--- src/rtl/cis_pkg.sv ---
package cis_pkg;
  typedef enum logic [2:0] {
    S_IDLE, S_HDR, S_IDX, S_RD, S_WR, S_FIN
  } cis_state_e;

  typedef enum logic [2:0] {
    OP_START, OP_ISSUE, OP_POLL, OP_ACK, OP_STOP
  } cis_op_e;

  localparam logic [31:0] OFF_CMD   = 32'h18;
  localparam logic [31:0] OFF_ISSUE = 32'h38;
  localparam logic [31:0] OFF_STAT  = 32'h10;
  localparam int          BIT_RUN   = 0;
  localparam int          BIT_D2H   = 0;
endpackage

--- src/rtl/cis_hdr_build.sv ---
module cis_hdr_build #(
  parameter int DATA_W   = 32,
  parameter int LEN_W    = 5,
  parameter int CNT_W    = 16,
  parameter logic [31:0] TBL_ADDR = 32'h0000_1000
) (
  input  logic              clk,
  input  logic              rst,
  input  logic              load,
  input  logic              wr,
  input  logic              pkt,
  input  logic [LEN_W-1:0]  fis_dw,
  input  logic [CNT_W-1:0]  bytes,
  output logic [DATA_W-1:0] dw0,
  output logic [DATA_W-1:0] dw1,
  output logic [DATA_W-1:0] dw2
);
  localparam int PRD_ONE_BIT = 16;
  localparam int CLR_BSY_BIT = 7;
  localparam int WRITE_BIT   = 6;
  localparam int PKT_BIT     = 5;

  logic [DATA_W-1:0] flags;

  always_comb begin
    flags = '0;
    flags[PRD_ONE_BIT] = 1'b1;
    flags[CLR_BSY_BIT] = 1'b1;
    flags[WRITE_BIT]   = wr;
    flags[PKT_BIT]     = pkt;
    flags[LEN_W-1:0]   = fis_dw;
  end

  always_ff @(posedge clk) begin
    if (rst) begin
      dw0 <= '0;
      dw1 <= '0;
      dw2 <= '0;
    end else if (load) begin
      dw0 <= flags;
      dw1 <= DATA_W'(bytes);
      dw2 <= DATA_W'(TBL_ADDR);
    end
  end
endmodule

--- src/rtl/cis_poll_timer.sv ---
module cis_poll_timer #(
  parameter int LIMIT = 1000
) (
  input  logic clk,
  input  logic rst,
  input  logic clr,
  input  logic step,
  output logic last
);
  localparam int CW = $clog2(LIMIT + 1);
  logic [CW-1:0] cnt;

  always_ff @(posedge clk) begin
    if (rst || clr) cnt <= '0;
    else if (step && !last) cnt <= cnt + 1'b1;
  end

  assign last = (cnt == CW'(LIMIT - 1));
endmodule

--- src/rtl/cmd_issue_seq.sv ---
module cmd_issue_seq
  import cis_pkg::*;
#(
  parameter int DATA_W      = 32,
  parameter int PORT_W      = 8,
  parameter int LEN_W       = 5,
  parameter int CNT_W       = 16,
  parameter int POLL_LIMIT  = 1000,
  parameter logic [31:0] HBA_BASE    = 32'h100,
  parameter logic [31:0] PORT_STRIDE = 32'h80,
  parameter logic [31:0] TBL_ADDR    = 32'h0000_1000
) (
  input  logic              clk,
  input  logic              rst,
  input  logic              req_valid,
  input  logic [PORT_W-1:0] req_port,
  input  logic              req_write,
  input  logic              req_packet,
  input  logic [LEN_W-1:0]  req_fis_dw,
  input  logic [CNT_W-1:0]  req_bytes,
  output logic              busy,
  output logic              done,
  output logic              rejected,
  output logic              timed_out,
  output logic              hdr_valid,
  output logic [DATA_W-1:0] hdr_dw0,
  output logic [DATA_W-1:0] hdr_dw1,
  output logic [DATA_W-1:0] hdr_dw2,
  output logic              rb_valid,
  output logic              rb_sel,
  output logic              rb_we,
  output logic [DATA_W-1:0] rb_wdata,
  input  logic              rb_ready,
  input  logic [DATA_W-1:0] rb_rdata
);
  localparam logic [PORT_W-1:0] NO_PORT = '1;

  cis_state_e        st;
  cis_op_e           op;
  logic [PORT_W-1:0] port_q;
  logic [DATA_W-1:0] rv;
  logic              rej_q, tmo_q, tmo_last;
  logic [DATA_W-1:0] reg_off, idx_val;
  logic              accept, poll_miss;

  assign accept    = (st == S_IDLE) && req_valid;
  assign poll_miss = (st == S_RD) && (op == OP_POLL) && rb_ready && !rb_rdata[BIT_D2H];

  cis_hdr_build #(
    .DATA_W(DATA_W), .LEN_W(LEN_W), .CNT_W(CNT_W), .TBL_ADDR(TBL_ADDR)
  ) u_hdr (
    .clk(clk), .rst(rst),
    .load(accept && (req_port != NO_PORT)),
    .wr(req_write), .pkt(req_packet), .fis_dw(req_fis_dw), .bytes(req_bytes),
    .dw0(hdr_dw0), .dw1(hdr_dw1), .dw2(hdr_dw2)
  );

  cis_poll_timer #(.LIMIT(POLL_LIMIT)) u_tmr (
    .clk(clk), .rst(rst), .clr(st == S_HDR), .step(poll_miss), .last(tmo_last)
  );

  always_comb begin
    case (op)
      OP_ISSUE:        reg_off = OFF_ISSUE;
      OP_POLL, OP_ACK: reg_off = OFF_STAT;
      default:         reg_off = OFF_CMD;
    endcase
    idx_val = DATA_W'(HBA_BASE) + DATA_W'(port_q) * DATA_W'(PORT_STRIDE) + reg_off;
  end

  always_ff @(posedge clk) begin
    if (rst) begin
      st     <= S_IDLE;
      op     <= OP_START;
      port_q <= '0;
      rv     <= '0;
      rej_q  <= 1'b0;
      tmo_q  <= 1'b0;
    end else begin
      case (st)
        S_IDLE: if (req_valid) begin
          port_q <= req_port;
          rej_q  <= (req_port == NO_PORT);
          tmo_q  <= 1'b0;
          op     <= OP_START;
          st     <= (req_port == NO_PORT) ? S_FIN : S_HDR;
        end
        S_HDR: st <= S_IDX;
        S_IDX: if (rb_ready) st <= (op == OP_ISSUE) ? S_WR : S_RD;
        S_RD: if (rb_ready) begin
          rv <= rb_rdata;
          if (op == OP_POLL) begin
            if (rb_rdata[BIT_D2H]) begin
              op <= OP_ACK;
              st <= S_IDX;
            end else if (tmo_last) begin
              tmo_q <= 1'b1;
              op    <= OP_STOP;
              st    <= S_IDX;
            end
          end else begin
            st <= S_WR;
          end
        end
        S_WR: if (rb_ready) begin
          case (op)
            OP_START: begin op <= OP_ISSUE; st <= S_IDX; end
            OP_ISSUE: begin op <= OP_POLL;  st <= S_IDX; end
            OP_ACK:   begin op <= OP_STOP;  st <= S_IDX; end
            default:  st <= S_FIN;
          endcase
        end
        default: st <= S_IDLE;
      endcase
    end
  end

  always_comb begin
    rb_valid = (st == S_IDX) || (st == S_RD) || (st == S_WR);
    rb_sel   = (st != S_IDX);
    rb_we    = (st != S_RD);
    rb_wdata = '0;
    if (st == S_IDX) rb_wdata = idx_val;
    else if (st == S_WR) begin
      case (op)
        OP_ISSUE: rb_wdata = DATA_W'(1);
        OP_STOP:  begin rb_wdata = rv; rb_wdata[BIT_RUN] = 1'b0; end
        default:  begin rb_wdata = rv; rb_wdata[BIT_RUN] = 1'b1; end
      endcase
    end
  end

  assign busy      = (st != S_IDLE);
  assign done      = (st == S_FIN);
  assign rejected  = done && rej_q;
  assign timed_out = done && tmo_q;
  assign hdr_valid = (st == S_HDR);

  // a request stays posted, with its payload unchanged, until acknowledged
  p_hold_r10: assert property (@(posedge clk) disable iff (rst)
    (rb_valid && !rb_ready) |=> (rb_valid && $stable(rb_wdata) && $stable(rb_sel) && $stable(rb_we)));

  // an empty port finishes in the next cycle
  p_reject_r7: assert property (@(posedge clk) disable iff (rst)
    (!busy && req_valid && req_port == NO_PORT) |=> (done && rejected && !hdr_valid));

  // completion is a single-cycle pulse
  p_done_pulse_r6: assert property (@(posedge clk) disable iff (rst)
    done |=> !done);

  // the timer's last miss turns the sequence to the stop operation
  p_tmo_r8: assert property (@(posedge clk) disable iff (rst)
    (poll_miss && tmo_last) |=> (op == OP_STOP && st == S_IDX));

  // the header pulse carries the fixed flag bits from the builder
  p_hdr_r1: assert property (@(posedge clk) disable iff (rst)
    hdr_valid |-> (hdr_dw0[16] && hdr_dw0[7] && !hdr_dw0[15]));

  // a busy sequencer never posts a new header on a fresh request
  p_busy_r9: assert property (@(posedge clk) disable iff (rst)
    (busy && !done) |=> !hdr_valid || $past(st == S_IDLE));
endmodule

--- config.mk ---
export PLATFORM = sky130hd
export DESIGN_NAME = cmd_issue_seq
export DESIGN_NICKNAME = d
export VERILOG_FILES = /design/src/rtl/cis_pkg.sv /design/src/rtl/cis_hdr_build.sv /design/src/rtl/cis_poll_timer.sv /design/src/rtl/cmd_issue_seq.sv
export SDC_FILE = /design/constraint.sdc
export NUM_CORES = 1
export LEC_CHECK = 0
export BUFFER_PORTS_ARGS = -buffer_cell sky130_fd_sc_hd__buf_2
export CORE_MARGIN = 3
export CORE_UTILIZATION = 50
export DETAILED_ROUTE_END_ITERATION = 16
export PLACE_DENSITY = 0.88
export SYNTH_ARGS = -nofsm -noshare
export SYNTH_HDL_FRONTEND = slang
export SYNTH_SLANG_ARGS = --single-unit
--- constraint.sdc ---
create_clock -name clk -period 4.3 [get_ports clk]
set_clock_uncertainty 0.2 [all_clocks]
set_input_delay 0.86 -clock clk [delete_from_list [all_inputs] [get_ports clk]]
set_output_delay 0.86 -clock clk [all_outputs]
set_load 0.01 [all_outputs]
# Word-level counts from Yosys, hierarchy flattened
# Index checks and enable logic that the tools add are counted.
dict set report totals {
  register_bits 83
  inputBits 67
  output_inout_bits 136
  wordCells 91
}
dict set report op_classes {
  n_addsub 3
  n_eq_ne 24
  muxes 29
  reduce_logical 25
}
# cell n
set ops {}
lappend ops {{32-bit 2-to-1 mux} 2}
lappend ops {{32-bit one-hot mux with 2 select lines} 1}
lappend ops {{3-bit 2-to-1 mux} 16}
lappend ops {{16-bit by 32-bit adder with 32-bit output} 1}
lappend ops {{3-bit one-hot mux with 3 select lines} 2}
lappend ops {{9-bit by 15-bit adder with 16-bit output (first input constant)} 1}
lappend ops {{3-bit one-hot mux with 5 select lines} 1}
lappend ops {{3-bit by 2-bit equality test with 1-bit output (second input constant)} 4}
lappend ops {{6-bit one-hot mux with 2 select lines} 1}
lappend ops {{10-bit by 1-bit adder with 10-bit output (second input constant)} 1}
lappend ops {{10-bit equality test (second input constant)} 1}
lappend ops {{2-bit inequality test (second input constant)} 5}
lappend ops {{3-bit equality test (second input constant)} 3}
lappend ops {{3-bit by 2-bit inequality test with 1-bit output (second input constant)} 3}
lappend ops {{8-bit equality test (second input constant)} 1}
lappend ops {{1-bit logical AND} 8}
lappend ops {{8-bit inequality test (second input constant)} 1}
lappend ops {{7-bit AND reduction} 1}
lappend ops {{3-bit by 1-bit equality test with 1-bit output (second input constant)} 2}
lappend ops {{3-bit zero test} 2}
lappend ops {{6-bit AND reduction} 1}
lappend ops {{3-bit nonzero test} 2}
lappend ops {{1-bit 2-to-1 mux} 5}
lappend ops {{5-bit AND reduction} 1}
lappend ops {{other kinds (10)} 15}

# Logic depth before layout (Yosys ltp)
# Gate-level depths: netlist (run 1).
dict set report depth {
  word_depth 6
  ltp_mapped 7
  mapped_depth_nobuf 6
}

# By module
# From an unflattened synthesis (run 1), not the netlist that was laid out.
dict set report unflattened {
  hier_cells 540
  hier_area_um2 4418.0
}
# module instances cells_each area_per_inst_um2
set by_module_without_submodules {}
lappend by_module_without_submodules {cmd_issue_seq 1 326 2453.6}
lappend by_module_without_submodules {cis_hdr_build 1 150 1408.9}
lappend by_module_without_submodules {cis_poll_timer 1 64 555.5}

# Worst setup path before layout (run 1)
# Ideal clock, no wire load.
dict set report synth_timing {
  path_type {flip-flop to output port}
  from {register st[0]}
  to {output rb_wdata[10]}
  t_arrival_ns 1.344
  required_time_ns 3.240
  path_slack_ns 1.896
  stages_incl_launch_ff 8
  path_cell_list {dfxtp_1 > buf_2 > nor2_1 > nand2_1 > nor2_1 > clkbuf_1 > nand2_1 > o21ai_0}
}
dict set report synth_via {
  elab_chain_cells 3
  word_cells_on_any_way 4
}
# element line
set synth_rtl {}
lappend synth_rtl {{start: declaration} cmd_issue_seq.sv:38} ;# cis_state_e st;
lappend synth_rtl {{start signal: assignment} cmd_issue_seq.sv:86} ;# st <= (req_port == NO_PORT) ? S_FIN : S_HDR;
lappend synth_rtl {{start signal: assignment} cmd_issue_seq.sv:89} ;# S_IDX: if (rb_ready) st <= (op == OP_ISSUE) ? S_WR : S_RD;
lappend synth_rtl {{3-bit equality test} cmd_issue_seq.sv:124} ;# else if (st == S_WR) begin
lappend synth_rtl {{32-bit 2-to-1 mux} cmd_issue_seq.sv:124}
lappend synth_rtl {{32-bit 2-to-1 mux *} cmd_issue_seq.sv:123} ;# if (st == S_IDX) rb_wdata = idx_val;
lappend synth_rtl {{end: declaration} cmd_issue_seq.sv:32} ;# output logic [DATA_W-1:0] rb_wdata,
# Mark *: on every way between the ends. The rest lies on a longest branch, timed or not.

# Worst setup path in the final report (run 1)
dict set report layout_timing {
  from {register st[1]}
  to {output rb_wdata[5]}
}
# The elaborated chain is that of the path after synthesis.

==> results.ini, run 1 <==
[status]
status=complete, no violations

[timing]
finalMaxSlewViolations=0
hold_slack_ns=0.253
min_period_over_period=0.793
max_slew_margin=0.315
hold_violations=0
rsz0062_at_grt=no
worstMarginPinSlew_ns=1.03
fmax_mhz=293
finalSetupViolCount=0
finalSetupTns_ns=0
layout_min_cycle_time_ns=3.41

[critical_path]
slowest_stage=dfxtp_1
critPathMostFrequentCell=inv_1
path_class=reg -> out
worst-path-stages=6
crit_buf_inv=3
cp_data_arrival_time_ns=2.35
reg2reg_slack_ns=1.47
rr_worst_depth=5
cp_slowest_stage_delay_ns=0.62
crit_path_end_kind=output pin
start_kind=flop
cp_top_family=simple AND/OR/NAND/NOR gates
critPathMaxFanout=14
required_ns=3.24
path_cells=inv_1 > nor3_2 > inv_1 > nor3_1 > a21o_1 > buf_2

[route]
antenna_left=0
drt-pass1-iter-count=4
drc=0
wl_um=10200
via_per_inst=4.98
drt_iter0_markers=195
drt-wirelength-per-cell_um=13.3
num_vias=3823

[final_layout]
num_antenna_cells=0
fin_area_um2=4890
drive_above_1_share=0.247
area_growth_syn_to_layout_pct=15.5
fin_nets=729

[synth]
synth_top_cells_by_area=dfxtp_1 (38%), buf_4 (13%), nand2_1 (13%)
synth-seq-cells=81
yosysTopAreaCell=dfxtp_1
ys_warn_count=0
ys_seq_area_frac=0.383
synthDistinctLibCells=55
synth_edf_count=0
ys.flop_type=dfxtp_1
netlist_area_um2=4230
synthCells=549
synthArstFlopShare=0
synth_area_per_cell_um2=7.71
synth_top_area_frac=0.383

[floorplanning]
coreArea_um2=7970
fp.dieW_um=98.0
initial_utilization=0.531
dieArea_um2=9610
ios=203
rows=32
chipHeight_um=98.0

[clock_network]
cts_setup_buffers=0
htree_levels=3
numClockSinks=81
cts_buffers=9
insertion_delay_ns=0.35
cts_hold_buf=0
clk_pin_slew_ns=0.09
cts.path.max_buffers=2
cts_resized=0
cts-root-buf=clkbuf_8
cts_tree=done

[min_path]
hold_path_depth=2
hold_class=reg -> reg

[power_and_ir_drop]
p_int_uw=1540
netSwitchingPower_uw=931
p_leak_uw=0.00223
p_clk_frac=0.284
power_per_cell_area_nw_per_um2=504
p_sw_frac=0.377
comb_power_share=0.319
max-vdd-ir-drop_mv=0.323
pwr-share-seq=0.397

[place]
place_hpwl_um=7550
postPlaceCellArea_um2=4630
routabilityCongestion=0.920
port_buffers=132

[grt]
antenna_found_initial=1
grt_overflow=0
grt_usage=0.207
first_global_vias=3593
grt_max_degree=40
grt_pass1_wl_um=16500

[flow_run]
cap_violations=0

cells in the final DEF (no fill, tap or decap), types with 2 or more instances in the layout:
| cell | n |
|---|---|
| a211oi_1 | 2 |
| a21oi_1 | 71 |
| a22o_1 | 4 |
| a22oi_1 | 2 |
| a311oi_1 | 3 |
| and2_1 | 21 |
| and3_1 | 3 |
| buf_2 | 132 |
| buf_4 | 4 |
| bufinv_16 | 3 |
| clkbuf_8 | 9 |
| conb_1 | 70 |
| dfxtp_1 | 81 |
| ha_1 | 2 |
| inv_1 | 4 |
| inv_6 | 3 |
| nand2_1 | 143 |
| nand2b_1 | 3 |
| nand3_1 | 8 |
| nand3b_1 | 2 |
| nand4_1 | 7 |
| nor2_1 | 22 |
| nor2b_1 | 2 |
| nor3_1 | 4 |
| nor4_2 | 2 |
| o21ai_0 | 15 |
| o21bai_1 | 2 |
| xnor2_1 | 2 |
| xor2_1 | 11 |
worst paths after layout:
kind                             from                  end
hold reg to reg   rv[23]$_SDFFE_PP0P_  rv[23]$_SDFFE_PP0P_
hold / removal    rv[23]$_SDFFE_PP0P_  rv[23]$_SDFFE_PP0P_
setup / recovery   st[1]$_SDFFE_PP0P_          rb_wdata[5]
setup reg to reg   st[1]$_SDFFE_PP0P_   rv[5]$_SDFFE_PP0P_
power by group through the flow:
stage | sequential [uW] | clock (uW) | combinational, uW
floorplan | 945 | 0 | 640
global placement | 981 | 0 | 757
detailed placement | 990 | 0 | 784
CTS | 975 | 711 | 791
global route | 996 | 743 | 881
finish | 979 | 702 | 786
metal layers:
layer  share of wire  track usage  vias to the layer above
met3           0.087       0.0643                       18
met5          0.0013            0                        -
met4           0.019       0.0873                        2
met2            0.50        0.357                      152
met1            0.39        0.235                     1756
li1                -            -                     1895
state kept, by name, indices dropped and copies added, names as in the netlist:
register	cells
op	3
port_q	8
rej_q	1
rv	31
st	3
tmo_q	1
u_hdr.dw0	7
u_hdr.dw1	16
u_hdr.dw2	1
u_tmr.cnt	10
cell usage after synthesis, types with 2 or more instances:
| cell type | instances |
|---|---|
| clkbuf_1 | 22 |
| and3_1 | 3 |
| nand2_1 | 143 |
| and2_1 | 21 |
| o21bai_1 | 2 |
| nor2_1 | 22 |
| a22oi_1 | 2 |
| inv_1 | 4 |
| a211oi_1 | 2 |
| nor2b_1 | 2 |
| xor2_1 | 11 |
| nand3b_1 | 2 |
| ha_1 | 2 |
| nor4_2 | 2 |
| buf_2 | 9 |
| nand4_1 | 7 |
| buf_4 | 73 |
| nand2b_1 | 3 |
| nor3_1 | 4 |
| a311oi_1 | 3 |
| xnor2_1 | 2 |
| a21oi_1 | 71 |
| dfxtp_1 | 81 |
| a22o_1 | 4 |
| nand3_1 | 8 |
| o21ai_0 | 15 |
cell families (layout without fill, tap and decap cells):
family                     Yosys count  in the layout  share of synthesized area
xor gates and xnor gates            13             13                     0.0269
adders and majority gates            2              2                    0.00591
buffers and inverters              109            156                      0.166
other                                1             70                   0.000886
AOI/OAI and AO/OA                  108            108                      0.148
DFF                                 81             81                      0.383
muxes                                3              3                    0.00769
and+or+nand+nor                    232            232                      0.262
tightest hold or removal path: stages (launching register included):
cell	delay, ns
dfxtp_1	0.31
nand2_1	0.05
a21oi_1	0.05
metrics by stage:
step	total power, uW	utilization	setup WS (ns)	instances
floorplan	1590	-	1.90	618
global placement	1740	0.582	1.44	751
detailed placement	1770	0.582	1.26	751
CTS	2480	0.614	0.908	767
global route	2620	0.614	0.651	767
finish	2470	0.614	0.890	767
layout make-up:
cell class	instances	area, um^2
Clock buffer	9	124
Clock inverter	7	133
Fill cell	711	3080
Inverter	4	15.0
Multi-Input combinational cell	428	2180
Sequential cell	81	1620
Tap cell	102	128
Timing Repair Buffer	136	691
Note: power is estimated with default switching activity, not from simulation.
==> run 2, diff against run 1 <==
--- a/config.mk
+++ b/config.mk
@@ -7,9 +7,9 @@
 export LEC_CHECK = 0
 export BUFFER_PORTS_ARGS = -buffer_cell sky130_fd_sc_hd__buf_2
 export CORE_MARGIN = 3
-export CORE_UTILIZATION = 50
+export CORE_UTILIZATION = 47
 export DETAILED_ROUTE_END_ITERATION = 16
-export PLACE_DENSITY = 0.88
+export PLACE_DENSITY = 0.83
 export SYNTH_ARGS = -nofsm -noshare
 export SYNTH_HDL_FRONTEND = slang
 export SYNTH_SLANG_ARGS = --single-unit
==> constraint.sdc (replaced) <==
create_clock -name clk -period 3.5 [get_ports clk]
set_clock_uncertainty 0.2 [all_clocks]
set_input_delay 0.7 -clock clk [delete_from_list [all_inputs] [get_ports clk]]
set_output_delay 0.7 -clock clk [all_outputs]
set_load 0.01 [all_outputs]
==> results.ini, run 2 (same netlist as run 1, synthesis figures left out) <==
[status]
status=complete, no violations

[power_and_ir_drop]
p_int_uw=1960
p_clk_frac=0.289
p_sw_frac=0.359
comb_power_share=0.319
max-vdd-ir-drop_mv=0.345
p_leak_uw=0.00224
power_per_cell_area_nw_per_um2=621
pwr-share-seq=0.392
netSwitchingPower_uw=1100

[grt]
grt_overflow=0
first_global_vias=3513
grt_pass1_wl_um=16200
grt_max_degree=41
grt_usage=0.196
antenna_found_initial=0

[route]
via_per_inst=4.91
drt-pass1-iter-count=5
drt-wirelength-per-cell_um=13.2
drc=0
num_vias=3787
wl_um=10200
drt_iter0_markers=175
antenna_left=0

[final_layout]
fin_nets=732
num_antenna_cells=0
final_cell_mix=nand2_1 (143), buf_2 (132), dfxtp_1 (80)
fillers=761
drive_above_1_share=0.247
largestRegisters=rv: 31 flops, u_hdr.dw1: 16 flops, u_tmr.cnt: 10 flops
fin_area_um2=4910
regMostFlops=rv
final_common_cell=nand2_1
largest_reg_flops=31
area_growth_syn_to_layout_pct=16.0

[place]
port_buffers=132
routabilityCongestion=0.819
place_hpwl_um=7700
postPlaceCellArea_um2=4650

[timing]
min_period_over_period=0.933
fmax_mhz=306
finalSetupViolCount=0
hold_violations=0
worstMarginPinSlew_ns=0.720
layout_min_cycle_time_ns=3.27
rsz0062_at_grt=no
finalSetupTns_ns=0
finalMaxSlewViolations=0
max_slew_margin=0.520

[clock_network]
clk_pin_slew_ns=0.09
cts_setup_buffers=0
cts_tree=done
numClockSinks=81
htree_levels=3
cts.path.max_buffers=2
cts_buffers=9
cts-root-buf=clkbuf_8
insertion_delay_ns=0.35
cts_hold_buf=0

[floorplanning]
dieArea_um2=10200
rows=33
coreArea_um2=8460
initial_utilization=0.500
fp.dieW_um=101
ios=203
chipHeight_um=101

[critical_path]
cp_data_arrival_time_ns=2.37
r2r_start=st[1]$_SDFFE_PP0P_
rr_worst_depth=6
path_class=reg -> out
reg2reg_slack_ns=0.85
start_kind=flop
rr_endpoint=rv[10]$_SDFFE_PP0P_
critPathMaxFanout=14
required_ns=2.60
crit_path_end_kind=output pin

[min_path]
hold_class=reg -> reg
hold_path_depth=2
holdPathEnd=u_hdr.dw1[8]$_SDFFE_PP0P_
hp-start=u_hdr.dw1[8]$_SDFFE_PP0P_

[flow_run]
cap_violations=0

[run 2: worst max-delay path by stage]
stage,start,endpoint,slack (ns),cells after the start
after floorplan,st[0]$_SDFFE_PP0P_,rb_wdata[10],1.26,7
after global placement,st[1]$_SDFFE_PP0P_,rb_wdata[5],0.79,6
after detailed placement,st[1]$_SDFFE_PP0P_,rb_wdata[5],0.63,6
after CTS,st[1]$_SDFFE_PP0P_,rb_wdata[5],0.23,6
after global routing,st[1]$_SDFFE_PP0P_,rb_wdata[5],0.03,6
final,st[1]$_SDFFE_PP0P_,rb_wdata[5],0.23,6
[run 2: final cells by class]
class / instances / area, um^2 / share of cell area
Clock inverter: 5 / 129 / 0.0262
Clock buffer: 10 / 128 / 0.0260
Multi-Input combinational cell: 428 / 2170 / 0.442
Sequential cell: 81 / 1620 / 0.331
Timing Repair Buffer: 139 / 713 / 0.145
Tap cell: 105 / 131 / 0.0268
Inverter: 4 / 15.0 / 0.00306
[run 2: worst max-delay path: stages (launching register included)]
cell	delay [ns]
dfxtp_1	0.60
inv_1	0.25
nor3_2	0.39
inv_1	0.24
nor3_1	0.29
a21o_1	0.12
buf_2	0.12
[run 2: metrics by stage]
step / power, uW / hold WS (ns) / setup WS [ns] / cells / utilization
3_3_place_gp: 2150 / 0.238 / 0.788 / 757 / 0.550
5_1_grt: 3250 / 0.272 / 0.0272 / 772 / 0.580
3_5_place_dp: 2190 / 0.244 / 0.626 / 757 / 0.550
4_1_cts: 3070 / 0.256 / 0.231 / 772 / 0.580
6_report: 3050 / 0.254 / 0.234 / 772 / 0.580
2_1_floorplan: 1950 / 0.232 / 1.26 / 618 / -
[run 2: timing repair]
action / CTS / global route
endpoints found under the hold margin: 0 / 0
endpoints found under the setup margin: 0 / 4
gates resized for setup: 0 / 1
[run 2: routing by layer]
metal / routed length, um / GRT usage
met2: 5010 / 0.332
met3: 1020 / 0.0664
met4: 98 / 0.0521
met1: 4020 / 0.236
met5: 0 / 0
[run 2: power by group through the flow]
stage / Combinational [uW] / Clock [uW] / Sequential (uW)
floorplan: 787 / 0 / 1160
global placement: 947 / 0 / 1200
detailed placement: 974 / 0 / 1210
CTS: 978 / 897 / 1190
global route: 1100 / 928 / 1220
finish: 974 / 882 / 1200
